$ cat config.mk
export PLATFORM = sky130hd
export DESIGN_NAME = dual_mode_timer
export DESIGN_NICKNAME = d
export VERILOG_FILES = /design/src/rtl/dmt_pkg.sv /design/src/rtl/dmt_mode_track.sv /design/src/rtl/dmt_decode.sv /design/src/rtl/dmt_count_core.sv /design/src/rtl/dmt_ctrl.sv /design/src/rtl/dual_mode_timer.sv
export SDC_FILE = /design/constraint.sdc
export NUM_CORES = 1
export LEC_CHECK = 0
export CORE_ASPECT_RATIO = 1.2
export CORE_UTILIZATION = 35
export DETAILED_ROUTE_END_ITERATION = 10
export DONT_BUFFER_PORTS = 1
export PLACE_DENSITY_LB_ADDON = 0.15
export SLEW_MARGIN = 20
export SYNTH_ARGS = -nofsm -noshare
export SYNTH_HDL_FRONTEND = slang
export SYNTH_SLANG_ARGS = --single-unit
$ cat constraint.sdc
create_clock -name clk -period 4.75 [get_ports clk]
set_clock_uncertainty 0.1 [all_clocks]
set_input_delay 0.95 -clock clk [delete_from_list [all_inputs] [get_ports clk]]
set_output_delay 0.95 -clock clk [all_outputs]
set_load 0.02 [all_outputs]
$ cat src/rtl/dmt_pkg.sv
package dmt_pkg;

  typedef enum logic [1:0] {
    SLOT_LIMIT   = 2'd0,
    SLOT_COUNT   = 2'd1,
    SLOT_LIMKEEP = 2'd2,
    SLOT_RUN     = 2'd3
  } slot_e;

  typedef struct packed {
    logic rd_limit_ctr;   // counter-mode read of word 0 (clearing read)
    logic wr_limit_rst;   // counter-mode write of word 0
    logic wr_limit_keep;  // write of word 2, any mode
    logic wr_run;         // write of word 3
    logic ld_hi;          // user-mode upper word load
    logic ld_lo;          // user-mode lower word load
  } acc_t;

endpackage

$ cat src/rtl/dmt_mode_track.sv
module dmt_mode_track (
  input  logic clk,
  input  logic rst_n,
  input  logic mode_i,
  output logic user_o,
  output logic enter_user_o,
  output logic enter_ctr_o
);

  logic user_q;

  always_ff @(posedge clk or negedge rst_n) begin
    if (!rst_n) user_q <= 1'b0;
    else        user_q <= mode_i;
  end

  assign user_o       = user_q;
  assign enter_user_o = mode_i & ~user_q;
  assign enter_ctr_o  = ~mode_i & user_q;

endmodule

$ cat src/rtl/dmt_decode.sv
module dmt_decode
  import dmt_pkg::*;
(
  input  logic       req_valid_i,
  input  logic       req_write_i,
  input  logic [1:0] req_word_i,
  input  logic       user_i,
  input  logic       tick_i,
  output acc_t       acc_o,
  output slot_e      slot_o,
  output logic       rd_o,
  output logic       tick_o
);

  logic wr;

  always_comb begin
    slot_o = slot_e'(req_word_i);
    wr     = req_valid_i & req_write_i;
    rd_o   = req_valid_i & ~req_write_i;
    // an accepted write owns the cycle: the timebase step is dropped
    tick_o = tick_i & ~wr;

    acc_o               = '0;
    acc_o.rd_limit_ctr  = rd_o & (slot_o == SLOT_LIMIT) & ~user_i;
    acc_o.wr_limit_rst  = wr & (slot_o == SLOT_LIMIT) & ~user_i;
    acc_o.ld_hi         = wr & (slot_o == SLOT_LIMIT) & user_i;
    acc_o.ld_lo         = wr & (slot_o == SLOT_COUNT) & user_i;
    acc_o.wr_limit_keep = wr & (slot_o == SLOT_LIMKEEP);
    acc_o.wr_run        = wr & (slot_o == SLOT_RUN);
  end

endmodule

$ cat src/rtl/dmt_count_core.sv
module dmt_count_core #(
  parameter int DATA_W = 32,
  parameter int SUB_W  = 9,
  parameter int P_W    = 54,
  parameter int L_W    = 22,
  parameter int HI     = 23
) (
  input  logic              clk,
  input  logic              rst_n,
  input  logic              tick_i,
  input  logic              user_i,
  input  logic              run_i,
  input  logic [L_W-1:0]    lim_i,
  input  logic              clr_i,
  input  logic              ld_hi_i,
  input  logic              ld_lo_i,
  input  logic              trunc_i,
  input  logic [DATA_W-1:0] wdata_i,
  output logic [P_W-1:0]    cnt_o,
  output logic              match_o,
  output logic              wrap_o
);

  localparam int HW = P_W - HI;

  // count held in units of one step; bits below SUB_W are implicit zeros
  logic [P_W-1:0] cnt_q, cnt_n;
  logic [L_W:0]   step;

  always_comb begin
    cnt_n   = cnt_q;
    match_o = 1'b0;
    wrap_o  = 1'b0;
    step    = {1'b0, cnt_q[L_W-1:0]} + (L_W+1)'(1);

    if (tick_i) begin
      if (user_i) begin
        if (run_i) begin
          if (&cnt_q) begin
            cnt_n  = '0;
            wrap_o = 1'b1;
          end else begin
            cnt_n = cnt_q + P_W'(1);
          end
        end
      end else if ((lim_i != '0) && (step >= {1'b0, lim_i})) begin
        cnt_n   = '0;
        match_o = 1'b1;
      end else begin
        cnt_n = P_W'(step[L_W-1:0]);
      end
    end

    if (clr_i)   cnt_n = '0;
    if (ld_hi_i) cnt_n[P_W-1:HI] = wdata_i[HW-1:0];
    if (ld_lo_i) cnt_n[HI-1:0]   = wdata_i[DATA_W-1:SUB_W];
    if (trunc_i) cnt_n[P_W-1:L_W] = '0;
  end

  always_ff @(posedge clk or negedge rst_n) begin
    if (!rst_n) cnt_q <= '0;
    else        cnt_q <= cnt_n;
  end

  assign cnt_o = cnt_q;

  AST_HALT_HOLDS: assert property (@(posedge clk) disable iff (!rst_n)
    (user_i && !run_i && !ld_hi_i && !ld_lo_i && !trunc_i) |=> $stable(cnt_q));

endmodule

$ cat src/rtl/dmt_ctrl.sv
module dmt_ctrl
  import dmt_pkg::*;
#(
  parameter int DATA_W = 32,
  parameter int SUB_W  = 9,
  parameter int P_W    = 54,
  parameter int L_W    = 22,
  parameter int HI     = 23
) (
  input  logic              clk,
  input  logic              rst_n,
  input  acc_t              acc_i,
  input  logic              rd_i,
  input  slot_e             slot_i,
  input  logic              user_i,
  input  logic              enter_user_i,
  input  logic              enter_ctr_i,
  input  logic              match_i,
  input  logic              wrap_i,
  input  logic [P_W-1:0]    cnt_i,
  input  logic [L_W-1:0]    lim_wd_i,
  input  logic              run_wd_i,
  output logic [L_W-1:0]    lim_o,
  output logic              run_o,
  output logic              irq_o,
  output logic              rsp_valid_o,
  output logic [DATA_W-1:0] rsp_data_o
);

  localparam int PAD_L = DATA_W - L_W - SUB_W - 1;

  logic [L_W-1:0]    lim_q, lim_n;
  logic              run_q, run_n;
  logic              irq_q, irq_n;
  logic              rch_q, rch_n;
  logic              rv_q;
  logic [DATA_W-1:0] rd_q, rd_n;

  // read mux sees the state before this edge
  always_comb begin
    rd_n = '0;
    unique case (slot_i)
      SLOT_LIMIT:
        if (user_i) rd_n = {rch_q, cnt_i[P_W-1:HI]};
        else        rd_n = {1'b0, {PAD_L{1'b0}}, lim_q, {SUB_W{1'b0}}};
      SLOT_COUNT:
        if (user_i) rd_n = {cnt_i[HI-1:0], {SUB_W{1'b0}}};
        else        rd_n = {rch_q, {PAD_L{1'b0}}, cnt_i[L_W-1:0], {SUB_W{1'b0}}};
      SLOT_LIMKEEP: rd_n = '0;
      SLOT_RUN:     rd_n = {{(DATA_W-1){1'b0}}, run_q};
      default:      rd_n = '0;
    endcase
  end

  // state update order: clearing read, count event, write, mode change
  always_comb begin
    lim_n = lim_q;
    run_n = run_q;
    irq_n = irq_q;
    rch_n = rch_q;

    if (acc_i.rd_limit_ctr) begin
      rch_n = 1'b0;
      irq_n = 1'b0;
    end
    if (match_i) begin
      rch_n = 1'b1;
      irq_n = 1'b1;
    end
    if (wrap_i) rch_n = 1'b1;

    if (acc_i.wr_limit_rst) begin
      lim_n = lim_wd_i;
      irq_n = 1'b0;
    end
    if (acc_i.wr_limit_keep) lim_n = lim_wd_i;
    if (acc_i.ld_hi || acc_i.ld_lo) rch_n = 1'b0;
    if (acc_i.wr_run) run_n = run_wd_i;

    if (enter_user_i) begin
      irq_n = 1'b0;
      lim_n = '1;
    end
    if (enter_ctr_i) run_n = 1'b1;
  end

  always_ff @(posedge clk or negedge rst_n) begin
    if (!rst_n) begin
      lim_q <= '0;
      run_q <= 1'b1;
      irq_q <= 1'b0;
      rch_q <= 1'b0;
      rv_q  <= 1'b0;
      rd_q  <= '0;
    end else begin
      lim_q <= lim_n;
      run_q <= run_n;
      irq_q <= irq_n;
      rch_q <= rch_n;
      rv_q  <= rd_i;
      if (rd_i) rd_q <= rd_n;
    end
  end

  assign lim_o       = lim_q;
  assign run_o       = run_q;
  assign irq_o       = irq_q;
  assign rsp_valid_o = rv_q;
  assign rsp_data_o  = rd_q;

  AST_USER_IRQ_LOW: assert property (@(posedge clk) disable iff (!rst_n)
    user_i |-> !irq_q);
  AST_IRQ_CAUSE: assert property (@(posedge clk) disable iff (!rst_n)
    $rose(irq_q) |-> $past(!user_i && (lim_q != '0)));
  AST_ENTER_USER_LIMIT: assert property (@(posedge clk) disable iff (!rst_n)
    enter_user_i |=> ((&lim_q) && !irq_q));
  AST_CTR_RESTART: assert property (@(posedge clk) disable iff (!rst_n)
    enter_ctr_i |=> run_q);

endmodule

$ cat src/rtl/dual_mode_timer.sv
module dual_mode_timer
  import dmt_pkg::*;
#(
  parameter int DATA_W = 32,
  parameter int SUB_W  = 9,
  parameter int CNT_W  = 63,
  parameter int LIM_W  = 31
) (
  input  logic              clk,
  input  logic              rst_n,
  input  logic              tick_i,
  input  logic              mode_user_i,
  input  logic              req_valid_i,
  input  logic              req_write_i,
  input  logic [1:0]        req_word_i,
  input  logic [DATA_W-1:0] req_wdata_i,
  output logic              rsp_valid_o,
  output logic [DATA_W-1:0] rsp_data_o,
  output logic              irq_o
);

  localparam int P_W = CNT_W - SUB_W;   // stored count width
  localparam int L_W = LIM_W - SUB_W;   // stored limit width
  localparam int HI  = DATA_W - SUB_W;  // stored bit where the upper word starts

  logic           user_q, enter_user, enter_ctr;
  acc_t           acc;
  slot_e          slot;
  logic           rd_en, tick_g;
  logic [P_W-1:0] cnt;
  logic           match, wrap;
  logic [L_W-1:0] lim;
  logic           run;

  dmt_mode_track u_mode (
    .clk          (clk),
    .rst_n        (rst_n),
    .mode_i       (mode_user_i),
    .user_o       (user_q),
    .enter_user_o (enter_user),
    .enter_ctr_o  (enter_ctr)
  );

  dmt_decode u_dec (
    .req_valid_i (req_valid_i),
    .req_write_i (req_write_i),
    .req_word_i  (req_word_i),
    .user_i      (user_q),
    .tick_i      (tick_i),
    .acc_o       (acc),
    .slot_o      (slot),
    .rd_o        (rd_en),
    .tick_o      (tick_g)
  );

  dmt_count_core #(
    .DATA_W (DATA_W), .SUB_W (SUB_W), .P_W (P_W), .L_W (L_W), .HI (HI)
  ) u_core (
    .clk     (clk),
    .rst_n   (rst_n),
    .tick_i  (tick_g),
    .user_i  (user_q),
    .run_i   (run),
    .lim_i   (lim),
    .clr_i   (acc.wr_limit_rst),
    .ld_hi_i (acc.ld_hi),
    .ld_lo_i (acc.ld_lo),
    .trunc_i (enter_ctr),
    .wdata_i (req_wdata_i),
    .cnt_o   (cnt),
    .match_o (match),
    .wrap_o  (wrap)
  );

  dmt_ctrl #(
    .DATA_W (DATA_W), .SUB_W (SUB_W), .P_W (P_W), .L_W (L_W), .HI (HI)
  ) u_ctrl (
    .clk          (clk),
    .rst_n        (rst_n),
    .acc_i        (acc),
    .rd_i         (rd_en),
    .slot_i       (slot),
    .user_i       (user_q),
    .enter_user_i (enter_user),
    .enter_ctr_i  (enter_ctr),
    .match_i      (match),
    .wrap_i       (wrap),
    .cnt_i        (cnt),
    .lim_wd_i     (req_wdata_i[LIM_W-1:SUB_W]),
    .run_wd_i     (req_wdata_i[0]),
    .lim_o        (lim),
    .run_o        (run),
    .irq_o        (irq_o),
    .rsp_valid_o  (rsp_valid_o),
    .rsp_data_o   (rsp_data_o)
  );

  AST_RSP_NEXT: assert property (@(posedge clk) disable iff (!rst_n)
    (req_valid_i && !req_write_i) |=> rsp_valid_o);

endmodule

* Word-level counts from Yosys, hierarchy flattened
Index checks and enable logic that the tools add are counted.
** Word-level totals
- Word-level logic and storage cells :: 82
- Flip-flop bits (word level) :: 113
- Input bits :: 40
- Output and inout port bits :: 34
** Operators by class
- Bitwise logic cells :: 18
- Equal/unequal tests :: 6
- $add $sub $neg :: 2
- Reduce and logical (&&, ||, !) cells :: 15
- Mux-type cells :: 30
- Order comparisons :: 1
** Operators with widths (count)
- two-way mux 54 bit :: 5
- one-hot mux 32 bit (4 select lines) :: 1
- two-way mux 32 bit :: 3
- two-way mux 22 bit :: 4
- adder 54 x 1 -> 54 bit (second input constant) :: 1
- AND reduction 54 bit :: 1
- two-way mux 31 bit :: 1
- adder 22 x 1 -> 23 bit (second input constant) :: 1
- >= comparator 23 x 22 -> 1 bit :: 1
- two-way mux 23 bit :: 1
- nonzero test 22 bit :: 1
- nonzero test 4 bit :: 4
- two-way mux 1 bit :: 15
- bitwise AND 1 bit :: 14
- inequality test 5 x 2 -> 1 bit (second input constant) :: 2
- AND reduction 2 bit :: 3
- nonzero test 3 bit :: 2
- equality test 2 bit (second input constant) :: 2
- inequality test 4 x 1 -> 1 bit (second input constant) :: 1
- inverter 1 bit :: 4
- equality test 2 x 1 -> 1 bit (second input constant) :: 1
- zero test 2 bit :: 1
- nonzero test 2 bit :: 1
- logical AND 1 bit :: 1
- logical OR 1 bit :: 1

* Logic depth before layout (Yosys ltp)
Gate-level depths: netlist of the first run.
- Depth after elaboration :: 9
- Gate-level depth with buffers :: 14
- Depth with buffers taken out :: 13

* Hierarchy
A second synthesis of the first run with hierarchy kept.
** Second synthesis, totals
- Cell total of the unflattened synthesis :: 817
- Area total of the unflattened synthesis :: 7263.2 um^2
** By module, submodules not included
- dmt_count_core :: area an instance 4409.2 um^2, cells an instance 563, instances 1, sequential area each 1351.3 um^2
- dmt_ctrl :: area an instance 2712.6 um^2, cells an instance 240, instances 1, sequential area each 1452.6 um^2
- dmt_decode :: area an instance 101.3 um^2, cells an instance 11, instances 1, sequential area each 0.0 um^2
- dmt_mode_track :: area an instance 40.0 um^2, cells an instance 3, instances 1, sequential area each 25.0 um^2

* Least setup slack after synthesis of the first run
Ideal clock, no wire load.
- Kind :: reg-to-reg
- Start point :: register u_core.cnt_q[0], in the netlist u_core.cnt_o[0]
- End point :: register u_core.cnt_q[10], in the netlist u_core.cnt_o[10]
- Setup time :: 141 ps
- Required time :: 4509 ps
- Cell stages (with the launch flop) :: 15
- Path buffers :: 1
- Period minus slack after synthesis :: 3405 ps
- Path slack :: 1345 ps
- Data arrival time :: 3164 ps
- Path through :: dfrtp_1 -> ha_1 -> and4_1 -> nor3b_4 -> and4_1 -> xor2_1 -> ha_1 -> nand4_1 -> nor3_1 -> o31ai_1 -> a2111o_1 -> and2_1 -> clkbuf_1 -> nand3_1 -> a31oi_1
** Between the ends
- Word-level cells in the longest chain between the ends :: 8
- Elaborated cells on any way between the ends :: 12
- Those cells by class :: 2 x add/sub; 1 x order compare; 7 x mux; 2 x reduce/logical
** RTL lines
- start: declaration :: RTL line dmt_count_core.sv:27 : logic [P_W-1:0] cnt_q, cnt_n;
- start signal: assignment :: RTL line dmt_count_core.sv:62 : else cnt_q <= cnt_n;
- adder 22 x 1 -> 23 bit :: RTL line dmt_count_core.sv:34 : step = {1'b0, cnt_q[L_W-1:0]} + (L_W+1)'(1);
- >= comparator 23 x 22 -> 1 bit :: RTL line dmt_count_core.sv:46 : end else if ((lim_i != '0) && (step >= {1'b0, lim_i})) begin
- logical AND 1 bit :: RTL line dmt_count_core.sv:46
- two-way mux 22 bit :: RTL line dmt_count_core.sv:46
- two-way mux 54 bit * :: RTL line dmt_count_core.sv:37 : if (user_i) begin
- two-way mux 54 bit * :: RTL line dmt_count_core.sv:36 : if (tick_i) begin
- two-way mux 54 bit * :: RTL line dmt_count_core.sv:54 : if (clr_i) cnt_n = '0;
- two-way mux 23 bit * :: RTL line dmt_count_core.sv:56 : if (ld_lo_i) cnt_n[HI-1:0] = wdata_i[DATA_W-1:SUB_W];
Every way passes the cells marked *; elsewhere a longest branch is shown, timed or not. The select of a mux whose other input is x is not followed.
A chain may end at the register's enable or synchronous reset.

* Worst setup path after layout of the first run
- Start point :: register u_core.cnt_q[0], in the netlist u_core.cnt_o[0]
- End point :: register u_core.cnt_q[21], in the netlist u_core.cnt_o[21]
The elaborated chain is that of the path after synthesis.

==> results.env, run 1 <==
PLACE_CONGESTION=0.898
CTS_SETUP_BUFFERS=0
CTS_REPAIR_RESIZE_COUNT=0
IO_BUFFER_COUNT=0
SYNTH.CELL_AREA_MM2=0.00694
GRT_PASS1_VIAS=6155
FILLCELLCOUNT=2030
FINAL_MAX_SLEW_VIOL_COUNT=0
CTS-HTREE-LEVELS=4
SYN_INST=821
CP.ARRIVAL_NS=4.65
CRITICAL_PATH_CELL_COUNT=13
CRIT_PATH_CELL_TRACE='ha_1 -> and4_1 -> nor3b_4 -> and4_1 -> xor2_1 -> ha_1 -> nand4_1 -> nor3_1 -> o31ai_1 -> a2111o_1 -> and2_1 -> a31o_2 -> a21o_1'
MAX_FREQ_MHz=226
CRITICAL_PATH.ENDPOINT_TYPE='flip-flop'
CPMAXSTAGEDELAYCELL='and2_1'
ROUTE.DETAILED.VIAS_PER_INST=5.98
DIE-HEIGHT_UM=156
CRITICAL_PATH_BUF_INV_COUNT=0
FINAL.SETUP.TNS_NS=0
CELLPOWERDENSITY_mW_PER_MM2=453
DR_TOTAL_VIAS=6423
PERIOD_SHARE=0.932
GLOBAL_ROUTE_USAGE_SUM=0.245
HOLD_VIOLATIONS_FINAL=0
NNETSFINAL=864
TIMING.MAX_SLEW.REL_SLACK=0.277
STATIC-LEAKAGE-POWER_uW=0.00321
MAXIMUM_NUMBER_OF_PINS_ON_ONE_NET_BEFORE_GLOBAL_ROUTE_REPAIR=114
START_UTIL=0.357
SYNTH.LARGEST_AREA_CELL='dfrtp_1'
WORST-PATH-MAX-FANOUT=22
OUTCOME='finished clean'
FINALINSTANCEAREA_MM2=0.00773
RSZ0062_AT_GRT='false'
CRIT_TYPE='flip-flop to flip-flop'
DRIVE_GT1_FRAC=0.0677
SYNTH-MAIN-FF-CELL='dfrtp_1'
ROWS=56
SYNTH_EDF_COUNT=0
FINALNONFILLERCELLS=1074
WIRE_LENGTH_OF_THE_FIRST_GLOBAL_ROUTING_PASS_UM=36700
PLACEDCELLCOUNT=1043
DIE_W_UM=131
SYNTH.YOSYS.WARNINGS=0
AREAGROWTHSYNTHTOFINISH_PCT=11.3
ROUTE.DETAILED.WL_PER_INST_UM=22.3
YS_SEQ_AREA_FRAC=0.407
POSTCTSHOLDBUFS=0
SEQUENTIAL_CELL_AREA_MM2=0.00283
SYNTHMOSTINSTANTIATEDCELL='dfrtp_1'
FLOORPLAN.DIE_AREA_MM2=0.0204
YOSYS_REGISTER_BITS=113
TIMING.CRITICAL_PATH.SLOWEST_CELL_DELAY_NS=0.53
TOP_LEVEL_PORTS=74
GRT_OVERFLOW_TOTAL=0
TIMING_WORST_SLEW_PIN_VALUE_NS=1.08
NUMBER_OF_NETS_PRODUCED_BY_SYNTHESIS=884
INITIALDRTVIOLATIONCOUNT=539
REG2REG_SLACK_NS=0.32
CTS_ROOT_BUF='clkbuf_16'
TRITONCTS='yes'
VDD_DROP_MAX_V=0.000249
DETAIL-ROUTE-ANTENNA-NETS=0
PERIOD_NEEDED_NS=4.43
ASYNCSETRESETFLOPFRACSYNTH=1.00
CORE_AREA_MM2=0.0195
PLACE_AREA_MM2=0.00721
FF2FF_PATH_DEPTH=13
SYN_AREA_PER_CELL_UM2=8.46
WORST_HOLD_SLACK_NS=0.118
INSERTION_DELAY_NS=0.43
TIMING.MAX_CAP.VIOLATIONS=0
ANTENNA_VIOLATIONS_BEFORE_REPAIR=0
YOSYSTOPAREACELLSHARE=0.404
ROUTER_ITERATIONS_BEFORE_ANTENNA_REPAIR=7
CRITICAL-PATH-TOP-DELAY-FAMILY='simple AND/OR/NAND/NOR gates'
SETUP_VIOLATIONS=0
YOSYS-TOP-CELLS-COUNT='dfrtp_1 (112), nand2_1 (102), nor2_1 (70), a21oi_1 (66), o21ai_0 (60)'
CLOCK_TREE.BUFFER_DEPTH=2
AREA_TAKEN_BY_MULTI_INPUT_LOGIC_GATES_MM2=0.00383
CLKSLEWWORSTSETUPHOLDPATHS_NS=0.06
WL_UM=24000
CRITICAL_PATH_REQUIRED_NS=4.97
WORST_SETUP_PATH_STARTPOINT='u_core.cnt_o[0]'
STARTPOINT_OF_THE_WORST_SLACK_REG_TO_REG_TIMING_PATH='u_core.cnt_o[0]'
HOLD_PATH.CLASS='primary input to async pin'
CTS.SINKS=113
POST-DP-HPWL_UM=17300
CTS_INSERTED_BUFFERS=17
STARTPOINT_TYPE='flip-flop'
YOSYSUNIQUECELLTYPES=59
SYNTH.AREA.TOP_CELLS='dfrtp_1 (40%), nand2_1 (5.5%), a21oi_1 (4.8%)'
DRC=0
metrics by stage:
stage	total power [uW]	utilization	setup WS, ns
after floorplan	2050	-	1.34
after global placement	2300	0.369	0.539
after detailed placement	2330	0.370	0.416
after CTS	3510	0.397	0.377
after global routing	3700	0.397	0.0673
final	3500	0.397	0.321
report_power, final:
part           switching (uW)  internal (uW)  total, uW
combinational             522            373        895
clock                     454            720       1170
sequential                308           1130       1430
total                    1280           2220       3500
metal layers:
metal / GRT usage / wire length, um
met4: 0.112 / 860
met2: 0.392 / 11300
met1: 0.315 / 10300
met3: 0.0489 / 1490
met5: 0 / 0
registers in the layout, indices dropped and copies added (netlist names):
name and count:
u_ctrl.rsp_valid_o 1, u_ctrl.rch_q 1, u_ctrl.irq_o 1, u_ctrl.lim_o 22
u_ctrl.rsp_data_o 32, u_ctrl.run_o 1, u_core.cnt_o 54, u_mode.user_o 1
logic make-up (layout without fill, tap and decap cells):
group,count (synthesis),in the layout,share of synthesized area
flip-flops,113,113,0.407
multiplexers,25,25,0.0360
AND/OR/NAND/NOR,339,339,0.246
AO/OA/AOI/OAI,215,215,0.190
buffers and inverters,79,70,0.0445
adder cells (fa/ha/maj),23,23,0.0414
other,0,1,0
XOR/XNOR,27,27,0.0341
final timing paths:
check                                         to
max in group asynchronous           u_ctrl.run_o
min reg2reg                 u_ctrl.rsp_data_o[6]
max reg2reg                     u_core.cnt_o[21]
min                        u_ctrl.rsp_data_o[10]
max                             u_core.cnt_o[21]
min in group clk                   u_mode.user_o
cell type report:
class | instances | share of cell area
Inverter | 26 | 0.0126
Timing Repair Buffer | 14 | 0.0162
Antenna cell | 1 | 0.000324
Clock inverter | 7 | 0.00809
Clock buffer | 23 | 0.0592
Sequential cell | 113 | 0.366
Tap cell | 261 | 0.0422
Multi-Input combinational cell | 629 | 0.495
cell usage in the layout, fill, tap and decap left out, drive strengths merged, types with 3 or more instances in the layout:
cell type,netlist,routed
nor3,31,31
and3,4,4
a21oi,66,66
a21o,4,4
nand3,48,48
clkbuf,38,23
nand2b,7,7
o311ai,3,3
o31ai,6,6
nor2,70,70
and4,12,12
nor4,17,17
clkinv,1,6
nor2b,4,4
nand4,27,27
a22oi,8,8
ha,23,23
o21ai,63,63
xor2,7,7
a31oi,22,22
mux2i,25,25
and2,7,7
xnor2,20,20
a22o,8,8
dfrtp,112,112
a221o,9,9
inv,25,25
buf,15,14
o211ai,9,9
nand2,103,103
o41ai,3,3
(Power assumes the default switching activity.)
==> run 2, diff against run 1 <==
- CELL_PAD_IN_SITES_DETAIL_PLACEMENT: not set -> 2
- CELL_PAD_IN_SITES_GLOBAL_PLACEMENT: not set -> 2
- CORE_UTILIZATION: 35 -> 39
==> run 2 against run 1 <==
- clock power is 15% higher
- routed wire length is 17% higher
- combinational power is 9.5% higher
- critical path type unchanged
- highest routed layer is now met5
==> results.env, run 2 (synthesis gave the netlist of run 1 again) <==
MAXIMUM_NUMBER_OF_PINS_ON_ONE_NET_BEFORE_GLOBAL_ROUTE_REPAIR=114  # unchanged
MAX_FREQ_MHz=234  # was 226 MHz
FLOORPLAN.DIE_AREA_MM2=0.0183  # was 0.0204 mm^2
CORE_AREA_MM2=0.0174  # was 0.0195 mm^2
LARGEST_REG_FLOPS=54  # unchanged
DIE_W_UM=124  # was 131 um
CRITICAL-PATH-TOP-DELAY-FAMILY='simple AND/OR/NAND/NOR gates'  # unchanged
TRITONCTS='yes'  # unchanged
HOLD_PATH.CLASS='primary input to async pin'  # unchanged
PERIOD_SHARE=0.899  # was 0.932
WIRE_LENGTH_OF_THE_FIRST_GLOBAL_ROUTING_PASS_UM=44000  # was 36700 um
NNETSFINAL=864  # unchanged
FILLCELLCOUNT=1939  # was 2030
DIE-HEIGHT_UM=148  # was 156 um
DETAIL-ROUTE-ANTENNA-NETS=0  # unchanged
CLOCK_TREE.BUFFER_DEPTH=2  # unchanged
FINAL.SETUP.TNS_NS=0  # unchanged
VDD_DROP_MAX_V=0.000243  # was 0.000249 V
WORST-PATH-MAX-FANOUT=16  # was 22
CPMAXSTAGEDELAYCELL='dfrtp_1'  # was and2_1
INSERTION_DELAY_NS=0.43  # about the same
ROUTE.DETAILED.VIAS_PER_INST=6.50  # was 5.98
FINAL_MAX_SLEW_VIOL_COUNT=0  # unchanged
GRT_PASS1_VIAS=7541  # was 6155
FINAL_COMMON_CELL='dfrtp_1'  # unchanged
CTS_INSERTED_BUFFERS=17  # unchanged
CP.ARRIVAL_NS=4.43  # was 4.65 ns
ROWS=53  # was 56
CRITICAL_PATH_REQUIRED_NS=4.91  # was 4.97 ns
TIMING.MAX_CAP.VIOLATIONS=0  # unchanged
POST-DP-HPWL_UM=19600  # was 17300 um
WL_UM=28200  # was 24000 um
GLOBAL_ROUTE_USAGE_SUM=0.325  # was 0.245
CTS_SETUP_BUFFERS=0  # unchanged
TIMING.MAX_SLEW.REL_SLACK=0.276  # was 0.277
FF2FF_PATH_DEPTH=14  # was 13
STATIC-LEAKAGE-POWER_uW=0.00325  # was 0.00321 uW
DRIVE_GT1_FRAC=0.0763  # was 0.0677
SETUP_VIOLATIONS=0  # unchanged
HOLD_VIOLATIONS_FINAL=0  # unchanged
CRITICAL_PATH.ENDPOINT_TYPE='flip-flop'  # unchanged
CTS-HTREE-LEVELS=4  # unchanged
RSZ0062_AT_GRT='false'  # unchanged
ROUTE.DETAILED.WL_PER_INST_UM=27.2  # was 22.3 um
STARTPOINT_OF_THE_WORST_SLACK_REG_TO_REG_TIMING_PATH='u_core.cnt_o[0]'  # unchanged
OUTCOME='finished clean'  # unchanged
TIMING.CRITICAL_PATH.SLOWEST_CELL_DELAY_NS=0.47  # was 0.53 ns
STARTPOINT_TYPE='flip-flop'  # unchanged
PERIOD_NEEDED_NS=4.27  # was 4.43 ns
TIMING_WORST_SLEW_PIN_VALUE_NS=1.09  # was 1.08 ns
AREAGROWTHSYNTHTOFINISH_PCT=12.0  # was 11.3%
INITIALDRTVIOLATIONCOUNT=349  # was 539
MOSTFREQUENTLAYOUTCELLS='dfrtp_1 (112), nand2_1 (102), nor2_1 (69), a21oi_1 (66), o21ai_0 (60)'  # unchanged
PLACE_CONGESTION=0.850  # was 0.898
REG2REG_SLACK_NS=0.48  # was 0.32 ns
CTS_REPAIR_RESIZE_COUNT=0  # unchanged
IO_BUFFER_COUNT=0  # unchanged
CELLPOWERDENSITY_mW_PER_MM2=485  # was 453 mW/mm^2
WORST_HOLD_SLACK_NS=0.112  # was 0.118 ns
GRT_OVERFLOW_TOTAL=0  # unchanged
ANTENNA_VIOLATIONS_BEFORE_REPAIR=1  # was 0
CLKSLEWWORSTSETUPHOLDPATHS_NS=0.06  # about the same
DR_TOTAL_VIAS=6716  # was 6423
CRITICAL_PATH_BUF_INV_COUNT=1  # was 0
REGTOREGENDPOINT='u_core.cnt_o[14]'  # was u_core.cnt_o[21]
DRC=0  # unchanged
CRIT_TYPE='flip-flop to flip-flop'  # unchanged
ROUTER_ITERATIONS_BEFORE_ANTENNA_REPAIR=5  # was 7
CTS_ROOT_BUF='clkbuf_16'  # unchanged
POSTCTSHOLDBUFS=0  # unchanged
START_UTIL=0.398  # was 0.357
TOP_LEVEL_PORTS=74  # unchanged
CTS.SINKS=113  # unchanged
CRIT_PATH_CELL_TRACE='ha_1 -> and4_1 -> nor3b_4 -> and4_1 -> xor2_1 -> ha_1 -> nand4_1 -> nor3_1 -> o31ai_1 -> a2111o_1 -> and2_1 -> buf_4 -> nand3_1 -> a31oi_1'  # was ha_1 -> and4_1 -> nor3b_4 -> and4_1 -> xor2_1 -> ha_1 -> nand4_1 -> nor3_1 -> o31ai_1 -> a2111o_1 -> and2_1 -> a31o_2 -> a21o_1
## run 2: metrics by stage
stage	total power [uW]	cell area, um^2	worst slack (ns)	utilization	cells
2_1_floorplan	2050	6940	1.34	-	821
3_3_place_gp	2320	7140	0.856	0.409	1001
3_5_place_dp	2390	7140	0.553	0.409	1001
4_1_cts	3780	7750	0.502	0.444	1032
5_1_grt	3950	7780	0.206	0.446	1033
6_report	3770	7780	0.479	0.446	1034
## run 2: worst max path at each step
stage	start	endpoint	slack [ns]	cells past startpoint
2_1_floorplan	u_core.cnt_o[0]	u_core.cnt_o[10]	1.34	14
3_3_place_gp	u_core.cnt_o[0]	u_core.cnt_o[11]	0.86	14
3_5_place_dp	u_core.cnt_o[0]	u_core.cnt_o[14]	0.55	14
4_1_cts	u_core.cnt_o[0]	u_core.cnt_o[14]	0.50	14
5_1_grt	u_core.cnt_o[0]	u_core.cnt_o[2]	0.21	13
6_report	u_core.cnt_o[0]	u_core.cnt_o[14]	0.48	14
## run 2: routing by layer
| layer | wire length, um | up-vias | global-route usage |
|---|---|---|---|
| met3 | 1450 | 97 | 0.0786 |
| met2 | 14100 | 211 | 0.550 |
| li1 | - | 2949 | - |
| met1 | 11300 | 3457 | 0.375 |
| met5 | 9 | - | 0 |
| met4 | 1300 | 2 | 0.168 |
## run 2: where the power goes
group	switching (uW)	leakage, uW	internal [uW]
Sequential	316	0.00141	1130
Clock	475	0.000297	872
Combinational	598	0.00154	382
## run 2: layout make-up
type | count | area, um^2 | share of cell area
clock inverters | 10 | 133 | 0.0170
diodes | 1 | 2.50 | 0.000322
well taps | 220 | 275 | 0.0354
repair buffers | 14 | 125 | 0.0161
flip-flops and latches | 113 | 2830 | 0.364
multi-input cells | 629 | 3840 | 0.493
inverters | 26 | 97.6 | 0.0125
clock buffers | 21 | 480 | 0.0618
